## config.mk

```make
export PLATFORM = sky130hd
export DESIGN_NAME = pfd_ctrl
export DESIGN_NICKNAME = d
export VERILOG_FILES = /design/src/rtl/pfd_pkg.sv /design/src/rtl/pfd_tristate.sv /design/src/rtl/pfd_lock_filter.sv /design/src/rtl/pfd_monitor_route.sv /design/src/rtl/pfd_ctrl.sv
export SDC_FILE = /design/constraint.sdc
export NUM_CORES = 1
export LEC_CHECK = 0
export ABC_AREA = 1
export BUFFER_PORTS_ARGS = -buffer_cell sky130_fd_sc_hd__buf_2
export CAP_MARGIN = 20
export CORE_MARGIN = 2
export CORE_UTILIZATION = 55
export DETAILED_ROUTE_END_ITERATION = 16
export GPL_TIMING_DRIVEN = 0
export PLACE_DENSITY = 0.93
export RECOVER_POWER = 50
export SKIP_LAST_GASP = 1
export SLEW_MARGIN = 20
export SYNTH_ARGS = -nofsm -noshare
export SYNTH_HDL_FRONTEND = slang
export SYNTH_SLANG_ARGS = --single-unit
export TNS_END_PERCENT = 30
```

## constraint.sdc

```tcl
create_clock -name clk -period 4.73 [get_ports clk]
set_clock_uncertainty 0.15 [all_clocks]
set_input_delay 0.473 -clock clk [delete_from_list [all_inputs] [get_ports clk]]
set_output_delay 0.473 -clock clk [all_outputs]
set_load 0.005 [all_outputs]
```

## src/rtl/pfd_pkg.sv

```systemverilog
package pfd_pkg;

  // Gain code {G2,G1} to level index: 00->0, 10->1, 01->2, 11->3
  function automatic logic [1:0] gain_index(input logic g2, input logic g1);
    return {g1, g2};
  endfunction

  // Fast pump enable from mode bits and debounced lock
  function automatic logic fast_pump_on(input logic pd1, input logic pd2,
                                        input logic locked);
    if (pd2) return !locked;
    return !pd1;
  endfunction

endpackage

```

## src/rtl/pfd_tristate.sv

```systemverilog
module pfd_tristate (
  input  logic clk,
  input  logic rst_n,
  input  logic up_set,
  input  logic dn_set,
  output logic up_q,
  output logic dn_q
);
  logic both_set;
  assign both_set = up_q & dn_q;

  always_ff @(posedge clk or negedge rst_n) begin
    if (!rst_n) begin
      up_q <= 1'b0;
      dn_q <= 1'b0;
    end else if (both_set) begin
      up_q <= up_set;
      dn_q <= dn_set;
    end else begin
      up_q <= up_q | up_set;
      dn_q <= dn_q | dn_set;
    end
  end


  both_clear_chk: assert property (@(posedge clk) disable iff (!rst_n)
    (up_q && dn_q && !up_set && !dn_set) |=> (!up_q && !dn_q));


  up_capture_chk: assert property (@(posedge clk) disable iff (!rst_n)
    up_set |=> up_q);


  up_hold_chk: assert property (@(posedge clk) disable iff (!rst_n)
    (up_q && !dn_q && !dn_set) |=> up_q);

endmodule

```

## src/rtl/pfd_lock_filter.sv

```systemverilog
module pfd_lock_filter #(
  parameter int CNT_W = 8
) (
  input  logic             clk,
  input  logic             rst_n,
  input  logic             lock_raw,
  input  logic [CNT_W-1:0] hold,
  output logic             locked
);
  logic [CNT_W-1:0] run_cnt;
  logic             run_done;
  assign run_done = (run_cnt >= hold);

  always_ff @(posedge clk or negedge rst_n) begin
    if (!rst_n) begin
      run_cnt <= '0;
      locked  <= 1'b0;
    end else if (!lock_raw) begin
      run_cnt <= '0;
      locked  <= 1'b0;
    end else if (run_done) begin
      locked  <= 1'b1;
    end else begin
      run_cnt <= run_cnt + 1'b1;
    end
  end


  lock_drop_chk: assert property (@(posedge clk) disable iff (!rst_n)
    !lock_raw |=> !locked);


  lock_needs_raw_chk: assert property (@(posedge clk) disable iff (!rst_n)
    $rose(locked) |-> $past(lock_raw));

endmodule

```

## src/rtl/pfd_monitor_route.sv

```systemverilog
module pfd_monitor_route (
  input  logic clk,
  input  logic rst_n,
  input  logic enable,
  input  logic sense,
  input  logic ref_stb,
  input  logic div_stb,
  output logic mon_a,
  output logic mon_b
);
  logic a_src, b_src;
  assign a_src = sense ? ref_stb : div_stb;
  assign b_src = sense ? div_stb : ref_stb;

  always_ff @(posedge clk or negedge rst_n) begin
    if (!rst_n) begin
      mon_a <= 1'b0;
      mon_b <= 1'b0;
    end else begin
      mon_a <= enable & a_src;
      mon_b <= enable & b_src;
    end
  end


  mon_off_chk: assert property (@(posedge clk) disable iff (!rst_n)
    !enable |=> (!mon_a && !mon_b));

endmodule

```

## src/rtl/pfd_ctrl.sv

```systemverilog
module pfd_ctrl #(
  parameter int CNT_W = 8
) (
  input  logic             clk,
  input  logic             rst_n,
  input  logic             ref_stb,
  input  logic             div_stb,
  input  logic             sense,
  input  logic             mode_pd1,
  input  logic             mode_pd2,
  input  logic [1:0]       gain_sel,
  input  logic             lock_raw,
  input  logic [CNT_W-1:0] lock_hold,
  output logic             cp1_up,
  output logic             cp1_dn,
  output logic             cp2_up,
  output logic             cp2_dn,
  output logic             mon_a,
  output logic             mon_b,
  output logic [1:0]       gain_idx,
  output logic             lock_n
);
  import pfd_pkg::*;

  logic up_set, dn_set;
  logic det_up, det_dn;
  logic locked;
  logic fast_en;

  // Sense swaps which divider drives the UP flag
  assign up_set = sense ? div_stb : ref_stb;
  assign dn_set = sense ? ref_stb : div_stb;

  pfd_tristate i_det (
    .clk    (clk),
    .rst_n  (rst_n),
    .up_set (up_set),
    .dn_set (dn_set),
    .up_q   (det_up),
    .dn_q   (det_dn)
  );

  pfd_lock_filter #(.CNT_W(CNT_W)) i_lock (
    .clk      (clk),
    .rst_n    (rst_n),
    .lock_raw (lock_raw),
    .hold     (lock_hold),
    .locked   (locked)
  );

  pfd_monitor_route i_mon (
    .clk     (clk),
    .rst_n   (rst_n),
    .enable  (mode_pd1),
    .sense   (sense),
    .ref_stb (ref_stb),
    .div_stb (div_stb),
    .mon_a   (mon_a),
    .mon_b   (mon_b)
  );

  assign fast_en  = fast_pump_on(mode_pd1, mode_pd2, locked);
  assign cp1_up   = det_up & fast_en;
  assign cp1_dn   = det_dn & fast_en;
  assign cp2_up   = det_up;
  assign cp2_dn   = det_dn;
  assign gain_idx = gain_index(gain_sel[1], gain_sel[0]);
  assign lock_n   = ~locked;


  fast_forced_off_chk: assert property (@(posedge clk) disable iff (!rst_n)
    (mode_pd1 && !mode_pd2) |-> (!cp1_up && !cp1_dn));


  fast_lock_gate_chk: assert property (@(posedge clk) disable iff (!rst_n)
    (mode_pd2 && !lock_n) |-> (!cp1_up && !cp1_dn));


  fast_follow_chk: assert property (@(posedge clk) disable iff (!rst_n)
    (!mode_pd1 && !mode_pd2) |-> (cp1_up == cp2_up && cp1_dn == cp2_dn));

endmodule

```

==> results.py <==
metrics = {
    "worst_setup_path": {
        "crit_path_top_delay_cell": "dfrtp_1",
        "arrival_ps": 1790,
        "critPathBufInv": 0,
        "path_cells": "ha_1 > a21oi_1 > nor2_1 > nor2_4 > nand2_4 > nand3_1 > nand2_1",
        "critical-path-top-delay-family": "simple AND/OR/NAND/NOR gates",
        "criticalPathCategory": "reg -> reg",
        "critPathCaptureType": "register",
        "max_stage_delay_ps": 460,
        "critPathLaunchType": "register",
        "crit_required_ps": 4760,
        "crit_path_max_fanout": 10,
    },
    "global_routing": {
        "grtUsageTotal_pct": 24.5,
        "overflow": 0,
        "grt_max_degree": 14,
        "grt_pass1_vias": 946,
        "grt_pass1_wl_um": 3670,
        "antenna_found_initial": 0,
    },
    "yosys": {
        "synthMostInstantiatedCell": "nand2_1",
        "yosys_warnings": 0,
        "synth_cell_types": 19,
        "async_reset_ff_share_pct": 100,
        "ys_seq_area_share_pct": 33.7,
        "syn_area_um2": 966,
        "synth_top_area_share_pct": 33.7,
        "avgSynthCellArea_um2": 7.00,
        "synth_area_leaders": "dfrtp_1 (34%), nand2_1 (16%), ha_1 (12%), inv_1 (10%), nand3_1 (6.2%)",
        "ys_top_cells_by_count": "nand2_1 (40), inv_1 (26), dfrtp_1 (13), nand3_1 (12), nor2_1 (12)",
        "synth_fp_nets": 165,
        "ys_ff_latch": 13,
        "synth_edf_count": 0,
        "synth_ff_type": "dfrtp_1",
        "syn_inst": 138,
        "synth_top_area_cell": "dfrtp_1",
    },
    "cells_and_area": {
        "finalNetCount": 194,
        "drive_above_1_share_pct": 18.7,
        "final_cell_area_um2": 1140,
        "diodes": 0,
        "fill_cells": 150,
        "area_growth_pct": 17.6,
    },
    "sta": {
        "tns_ps": 0,
        "fmaxAchievable_ghz": 0.568,
        "report.final.hold_viol_count": 0,
        "rsz0062_at_grt": "false",
        "slew_headroom_pct": 52.1,
        "maxSlewViolCount": 0,
        "period_needed_ps": 1760,
        "min_period_over_period_pct": 37.2,
        "setup_viol": 0,
        "worst_pin_slew_ps": 719,
    },
    "place": {
        "dpl_cell_area_um2": 1100,
        "dp_hpwl_um": 1710,
        "place_congestion": 0.786,
        "io_buffers": 23,
    },
    "die": {
        "ios": 27,
        "placementRows": 15,
        "die_height_um": 45.9,
        "dieArea_um2": 2110,
        "initial_utilization_pct": 57.2,
        "die_w_um": 45.9,
        "core_area_um2": 1690,
    },
    "pwr": {
        "power_density_nw_per_um2": 211,
        "leakagePower_nw": 0.722,
        "total_power_uw": 239,
        "irDropWorstVdd_v": 0.000182,
    },
    "routing": {
        "drc": 0,
        "drt.antenna.violating_nets": 0,
        "wl_met2_um": 1180,
        "viasPerCell": 5.30,
        "wire_per_inst_um": 11.8,
        "drtPass1Iterations": 4,
        "wl_met1_um": 842,
        "met3_length_um": 112,
        "postRouteWirelength_um": 2160,
        "dr_total_vias": 970,
        "drt_iter0_markers": 24,
        "routed.top_layer": "met4",
    },
    "clocking": {
        "cts_max_level": 1,
        "cts-resized-gates": 0,
        "cts_buffers": 3,
        "cts_buffer_depth": 2,
        "clock_latency_ps": 290,
        "tritoncts": "built",
        "cts_sinks": 13,
        "root_buffer": "clkbuf_4",
        "path_clk_slew_ps": 80,
    },
    "run": {
        "maxCapViolCount": 0,
    },
    "hold_path": {
        "min_path_type": "in -> reg",
    },
    "outcome": {
        "status": "finished, final reports clean",
    },
}
==> repair_timing <==
action,4_1_cts,5_1_grt
endpoints found under the hold margin,13,0
buffers inserted,0,0
hold buffers,1,0
==> logic make-up (layout without fill, tap and decap cells) <==
group	Yosys count	count (layout)	synth area share, %
compound gates	8	8	4.66
xor+xnor	1	1	0.907
fa+ha+maj	9	9	11.7
buf+inv	30	58	12.6
flops	13	13	33.7
simple gates	77	77	36.5
==> registers in the layout, indices dropped and copies added (netlist names) <==
register	cells
i_det.up_q	1
i_mon.mon_a	1
i_mon.mon_b	1
i_lock.run_cnt	8
i_det.dn_q	1
i_lock.locked	1
==> layer usage <==
| layer | vias up | track usage (%) |
|---|---|---|
| li1 | 490 | - |
| met4 | 0 | 8.57 |
| met3 | 3 | 3.57 |
| met1 | 447 | 26.3 |
| met5 | - | 0 |
| met2 | 30 | 47.5 |
==> layout make-up <==
| type | count | area, um2 | area share, % |
|---|---|---|---|
| buffer | 4 | 23.8 | 2.09 |
| inverter | 26 | 97.6 | 8.59 |
| tap | 17 | 21.3 | 1.87 |
| multi-input combinational | 95 | 519 | 45.7 |
| sequential | 13 | 325 | 28.6 |
| clock buffer | 4 | 26.3 | 2.31 |
| timing repair buffer | 24 | 123 | 10.8 |
==> power breakdown <==
part / internal [mW] / switching [mW]
clock network: 0.0328 / 0.0387
registers: 0.116 / 0.00502
logic: 0.0202 / 0.0262
==> layout by cell type (no fill, tap or decap), types with 2 or more instances in the layout <==
cell type  netlist  final
nand2_1         40     40
inv_1           26     26
buf_2            1     22
dfrtp_1         13     13
nor2_1          12     12
nand3_1         12     12
ha_1             9      9
nand4_1          8      8
o21ai_0          4      4
clkbuf_4         0      3
clkbuf_1         0      3
a21oi_1          2      2
nand2_4          2      2
buf_4            2      2
==> worst paths after layout <==
kind / from / end / slack, ps / cells after the start
worst max-delay path: i_lock.run_cnt[5] / i_lock.run_cnt[4] / 2970 / 7
worst min-delay path: ref_stb / i_det.dn_q / 300 / 3
worst max register to register: i_lock.run_cnt[5] / i_lock.run_cnt[4] / 2970 / 7
worst min register to register: i_det.dn_q / i_det.up_q / 360 / 1
max in group asynchronous: rst_n / i_lock.run_cnt[7] / 3370 / 2
min in group asynchronous: rst_n / i_det.up_q / 600 / 2
==> worst register-to-register path, delay by kind of cell (launching register included) <==
kind / cells / cell delay [ps]
flops: 1 / 460
compound gates: 1 / 140
simple gates: 5 / 590
fa+ha+maj: 1 / 320
==> through the flow <==
stage / util [%] / setup WS (ps) / hold slack, ps / cells
2_1_floorplan: - / 3050 / 27.4 / 138
3_3_place_gp: 65.3 / 2870 / 223 / 178
3_5_place_dp: 65.3 / 2850 / 224 / 178
4_1_cts: 67.4 / 2970 / 299 / 183
5_1_grt: 67.3 / 2840 / 311 / 183
6_report: 67.3 / 2970 / 302 / 183
Power figures use the tool's default switching activity.
